$ cat src/rtl/ts_recon_pkg.sv
package ts_recon_pkg;
  localparam int unsigned TIME_W = 64;
  typedef logic [TIME_W-1:0] tick_t;
  typedef struct packed {
    tick_t ts;
    logic  wrap;
  } recon_t;
  localparam int unsigned RECON_W = $bits(recon_t);
endpackage

$ cat src/rtl/ts_wrap_detect.sv
module ts_wrap_detect #(
  parameter int unsigned TS_W = 32
) (
  input  logic [TS_W-1:0] now_low_i,
  input  logic [TS_W-1:0] partial_i,
  output logic            wrap_o
);
  // equal low bits means a full period elapsed, not zero time
  assign wrap_o = (now_low_i <= partial_i);
endmodule

$ cat src/rtl/ts_splice.sv
module ts_splice import ts_recon_pkg::*; #(
  parameter int unsigned TS_W = 32
) (
  input  tick_t           now_i,
  input  logic [TS_W-1:0] partial_i,
  input  logic            wrap_i,
  output recon_t          res_o
);
  localparam int unsigned UP_W = TIME_W - TS_W;

  logic [UP_W-1:0] upper;
  logic [UP_W-1:0] upper_adj;

  assign upper = now_i[TIME_W-1:TS_W];
  // subtracting 2^TS_W only touches the upper field (modulo 2^64)
  assign upper_adj = upper - {{(UP_W-1){1'b0}}, wrap_i};

  always_comb begin
    res_o.ts   = {upper_adj, partial_i};
    res_o.wrap = wrap_i;
  end
endmodule

$ cat src/rtl/ts_out_stage.sv
module ts_out_stage #(
  parameter int unsigned DATA_W = 65
) (
  input  logic              clk_i,
  input  logic              rst_ni,
  input  logic              in_valid_i,
  output logic              in_ready_o,
  input  logic [DATA_W-1:0] in_data_i,
  output logic              out_valid_o,
  input  logic              out_ready_i,
  output logic [DATA_W-1:0] out_data_o
);
  logic              valid_q;
  logic [DATA_W-1:0] data_q;

  assign in_ready_o  = !valid_q || out_ready_i;
  assign out_valid_o = valid_q;
  assign out_data_o  = data_q;

  always_ff @(posedge clk_i or negedge rst_ni) begin
    if (!rst_ni) begin
      valid_q <= 1'b0;
      data_q  <= '0;
    end else if (in_ready_o) begin
      valid_q <= in_valid_i;
      if (in_valid_i) data_q <= in_data_i;
    end
  end
endmodule

$ cat src/rtl/ts_recon.sv
module ts_recon import ts_recon_pkg::*; #(
  parameter int unsigned TS_W = 32
) (
  input  logic              clk_i,
  input  logic              rst_ni,
  input  logic              in_valid_i,
  output logic              in_ready_o,
  input  logic [TS_W-1:0]   in_partial_i,
  input  logic [TIME_W-1:0] in_now_i,
  output logic              out_valid_o,
  input  logic              out_ready_i,
  output logic [TIME_W-1:0] out_ts_o,
  output logic              out_wrap_o
);
  if (!(TS_W == 24 || TS_W == 32)) begin : g_bad_width
    $error("ts_recon: TS_W must be 24 or 32");
  end

  logic   wrap;
  recon_t res_d;
  recon_t res_q;

  ts_wrap_detect #(.TS_W(TS_W)) u_wrap (
    .now_low_i (in_now_i[TS_W-1:0]),
    .partial_i (in_partial_i),
    .wrap_o    (wrap)
  );

  ts_splice #(.TS_W(TS_W)) u_splice (
    .now_i     (in_now_i),
    .partial_i (in_partial_i),
    .wrap_i    (wrap),
    .res_o     (res_d)
  );

  ts_out_stage #(.DATA_W(RECON_W)) u_out (
    .clk_i       (clk_i),
    .rst_ni      (rst_ni),
    .in_valid_i  (in_valid_i),
    .in_ready_o  (in_ready_o),
    .in_data_i   (res_d),
    .out_valid_o (out_valid_o),
    .out_ready_i (out_ready_i),
    .out_data_o  (res_q)
  );

  assign out_ts_o   = res_q.ts;
  assign out_wrap_o = res_q.wrap;
endmodule

$ cat config.mk
export PLATFORM = sky130hd
export DESIGN_NAME = ts_recon
export DESIGN_NICKNAME = d
export VERILOG_FILES = /design/src/rtl/ts_recon_pkg.sv /design/src/rtl/ts_wrap_detect.sv /design/src/rtl/ts_splice.sv /design/src/rtl/ts_out_stage.sv /design/src/rtl/ts_recon.sv
export SDC_FILE = /design/constraint.sdc
export NUM_CORES = 1
export LEC_CHECK = 0
export BUFFER_PORTS_ARGS = -buffer_cell sky130_fd_sc_hd__buf_2
export CAP_MARGIN = 20
export CELL_PAD_IN_SITES_DETAIL_PLACEMENT = 1
export CELL_PAD_IN_SITES_GLOBAL_PLACEMENT = 1
export CORE_ASPECT_RATIO = 1.1
export CORE_MARGIN = 1.5
export CORE_UTILIZATION = 38
export CTS_CLUSTER_DIAMETER = 50
export DETAILED_ROUTE_END_ITERATION = 10
export GPL_ROUTABILITY_DRIVEN = 1
export PLACE_DENSITY_LB_ADDON = 0.1
export SYNTH_ARGS = -nofsm -noshare
export SYNTH_HDL_FRONTEND = slang
export SYNTH_HIERARCHICAL = 1
export SYNTH_SLANG_ARGS = --single-unit
$ cat constraint.sdc
create_clock -name clk_i -period 1.55 [get_ports clk_i]
set_input_delay 0.0775 -clock clk_i [delete_from_list [all_inputs] [get_ports clk_i]]
set_output_delay 0.0775 -clock clk_i [all_outputs]
set_load 0.05 [all_outputs]
==> impl_metrics.yaml <==
cells_and_area:
  nNetsFinal: 725
  antennaDiodeCount: 0
  fin_area_sq_um: 6770
  fill_cells: 1267
  drive_above_1_share: 0.678
  final_core_util: 0.592
  syn_to_final_growth_pct: 52.8
clock_tree:
  clk_latency_ps: 330
  cts_tree: "yes"
  numCtsBuffers: 9
  clock_path_buffers: 2
  clock-sinks: 66
  path_clk_slew_ps: 50
  h-tree-depth: 3
  cts_root_buf: "clkbuf_16"
power_and_ir_drop:
  powerDensity_nw_per_um2: 995
  p_comb_frac: 0.387
  p_sw_w: 0.00251
  ir_drop_uv: 499
  clock_power_share: 0.295
  switching_share: 0.372
  leakage_nw: 3.31
  p_seq_frac: 0.317
  power_w: 0.00674
  power.internal_w: 0.00423
detailed_routing:
  antenna_left: 0
  route.detailed.drc: 0
  drtPass1Iterations: 4
  wl_met3_microns: 591
  wl_met1_microns: 4980
  vias: 3570
  drtIter0Drc: 79
  vias_per_cell: 4.79
  top_layer: "met4"
  wl_microns: 12600
  wl_per_cell_microns: 16.8
  dr_wl_met2_microns: 6810
die:
  ios: 167
  dieArea_sq_um: 12300
  core_sq_um: 11400
  start_util: 0.387
  die_y_microns: 116
  die_width_microns: 106
  num_rows: 41
global_route:
  grt_usage: 0.206
  grt_overflow: 0
  grt_pass1_wl_microns: 19700
  grt_max_degree: 37
  grt_pass1_vias: 3804
  antenna_found_initial: 0
timing:
  hold_viol_final: 0
  maxSlewHeadroom: 0.671
  worst_pin_slew_ps: 494
  clock-skew-final_ps: 7.31
  period_minus_slack_ps: 2910
  max_freq_mhz: 343
  slew_violations: 0
  min_period_over_period: 1.88
  finalSetupViolCount: 33
  timing.final.ws_setup_ps: -1360
  rsz0062_at_grt: "true"
synth:
  yosysWarnings: 6
  synthesis.nets: 514
  async_reset_ff_frac: 1.00
  yosysSeqAreaShare: 0.373
  synth_flop_cell: "dfrtp_1"
  synth_top_family_by_area: "multiplexers"
  yosysUniqueCellTypes: 42
  synth_cells: 380
  synth_adder_area_share: 0.0960
  synth_mux_area_frac: 0.208
  synth_edf_count: 0
  synth_xor_xnor_area_share: 0.0573
  syn-cell-area_sq_um: 4430
  synth-seq-cells: 66
  synth-simple-area-share: 0.112
  syn_area_per_cell_sq_um: 11.7
  synth-compound-area-share: 0.0325
min_path:
  hold_path_class: "primary input to flip-flop"
run:
  max_cap_viol_count: 0
setup_path:
  cp.required_ps: 1760
  crit_fanout: 5
  end_kind: "flip-flop"
  path_class: "primary input to flip-flop"
  critical_path_arrival_ps: 3120
  startpoint_type: "primary input"
place:
  io_buffers: 166
  finalWeightedCongestion: 0.778
  dpl_cell_area_sq_um: 5910
  hpwl_microns: 8940
  post-place-ws_ps: -1840
outcome:
  outcome: "finished, violations left"
  violations: "negative setup slack"
## per-layer routing
| metal | GRT usage | vias to the layer above |
|---|---|---|
| met5 | 0 | - |
| met4 | 0.0694 | 0 |
| met3 | 0.0379 | 15 |
| met2 | 0.377 | 108 |
| met1 | 0.243 | 1750 |
| li1 | - | 1697 |
## through the flow
step / setup TNS (ps) / instances / hold slack (ps)
floorplan: -30410 / 380 / -218
global placement: -44490 / 704 / 76.3
detailed placement: -48150 / 704 / 81.0
CTS: -31800 / 741 / 2.11
global route: -38550 / 746 / 13.9
finish: -34500 / 746 / 11.3
## placed cells by master (no fill, tap or decap), types with 7 or more instances in the layout
| cell | count |
|---|---|
| buf_4 | 51 |
| mux2_4 | 50 |
| buf_6 | 18 |
| dfrtp_1 | 65 |
| inv_2 | 13 |
| dlygate4sd3_1 | 15 |
| buf_2 | 150 |
| inv_4 | 10 |
| nand2_1 | 11 |
| mux2_2 | 15 |
| xnor2_1 | 18 |
| a21oi_1 | 7 |
| xor2_1 | 7 |
| clkbuf_16 | 9 |
| inv_1 | 13 |
| ha_1 | 7 |
| nor2_1 | 11 |
| ha_4 | 27 |
## cell usage after synthesis (2+ instances only)
cell	n	share of area
nand3_1	12	0.014
nand2b_1	4	0.0056
inv_1	38	0.032
dfrtp_1	66	0.37
mux2_2	15	0.038
or4_4	2	0.0051
buf_2	2	0.0023
nor4_1	5	0.0071
nand3b_1	3	0.0051
nand4b_1	4	0.0079
nand2_1	15	0.013
xnor2_1	21	0.042
ha_1	34	0.096
buf_12	6	0.027
nor2_1	14	0.012
a21oi_1	12	0.014
buf_4	34	0.058
o21ai_0	4	0.0045
nor3_1	3	0.0034
a221oi_1	3	0.0059
xor2_1	8	0.016
nand4_1	6	0.0085
mux2_4	50	0.17
## final timing paths
check | to | slack (ps) | depth (start not counted) | startpoint
worst max-delay path | u_out/out_data_o[51] | -1360 | 16 | in_partial_i[12]
worst min-delay path | u_out/out_data_o[4] | 10 | 2 | in_partial_i[3]
worst max register to register | u_out/out_data_o[0] | 200 | 4 | u_out/out_valid_o
worst min register to register | u_out/out_data_o[2] | 500 | 1 | u_out/out_data_o[2]
max in group asynchronous | u_out/out_data_o[33] | 750 | 3 | rst_ni
min in group asynchronous | u_out/out_data_o[40] | 260 | 2 | rst_ni
## power groups by stage
stage	logic [W]	registers [W]	clock network [W]
floorplan	0.000863	0.00309	0
global placement	0.00243	0.00215	0
detailed placement	0.00248	0.00216	0
CTS	0.00255	0.00214	0.00204
global route	0.00276	0.00217	0.00212
finish	0.00261	0.00214	0.00199
## final cells by class
class	count	area (sq um)	share of cell area
clock inverter	3	40.0	0.00591
inverter	38	185	0.0273
multi-input combinational	233	2830	0.418
timing repair buffer	243	1640	0.242
tap	150	188	0.0277
sequential	66	1650	0.244
clock buffer	13	240	0.0355
## flip-flops by register name, indices dropped and copies added (netlist names)
register / flops
u_out/out_data_o: 65
u_out/out_valid_o: 1
## logic make-up after synthesis
family                     count (synthesis)
AOI/OAI and AO/OA                         24
xor gates and xnor gates                  29
adders and majority gates                 34
buffers and inverters                     81
DFF                                       66
muxes                                     65
and+or+nand+nor                           81
## what timing repair did
item,in CTS,in global routing
cloned,2,0
hold endpoints to repair,45,3
setup endpoints to repair,33,33
buffers inserted,7,8
hold buffers,12,3
resized for setup,40,43
pin swaps,26,23
## worst max-delay path, stage by stage
cell	delay [ps]
buf_6	90
inv_4	30
ha_4	250
nand4_1	150
buf_4	190
nor4_4	290
nand4_1	160
o21ai_2	140
ha_4	200
ha_4	130
or4b_4	480
nor3_4	260
buf_6	180
nand3_4	80
xnor2_2	140
mux2_4	270
(Power assumes the default switching activity.)
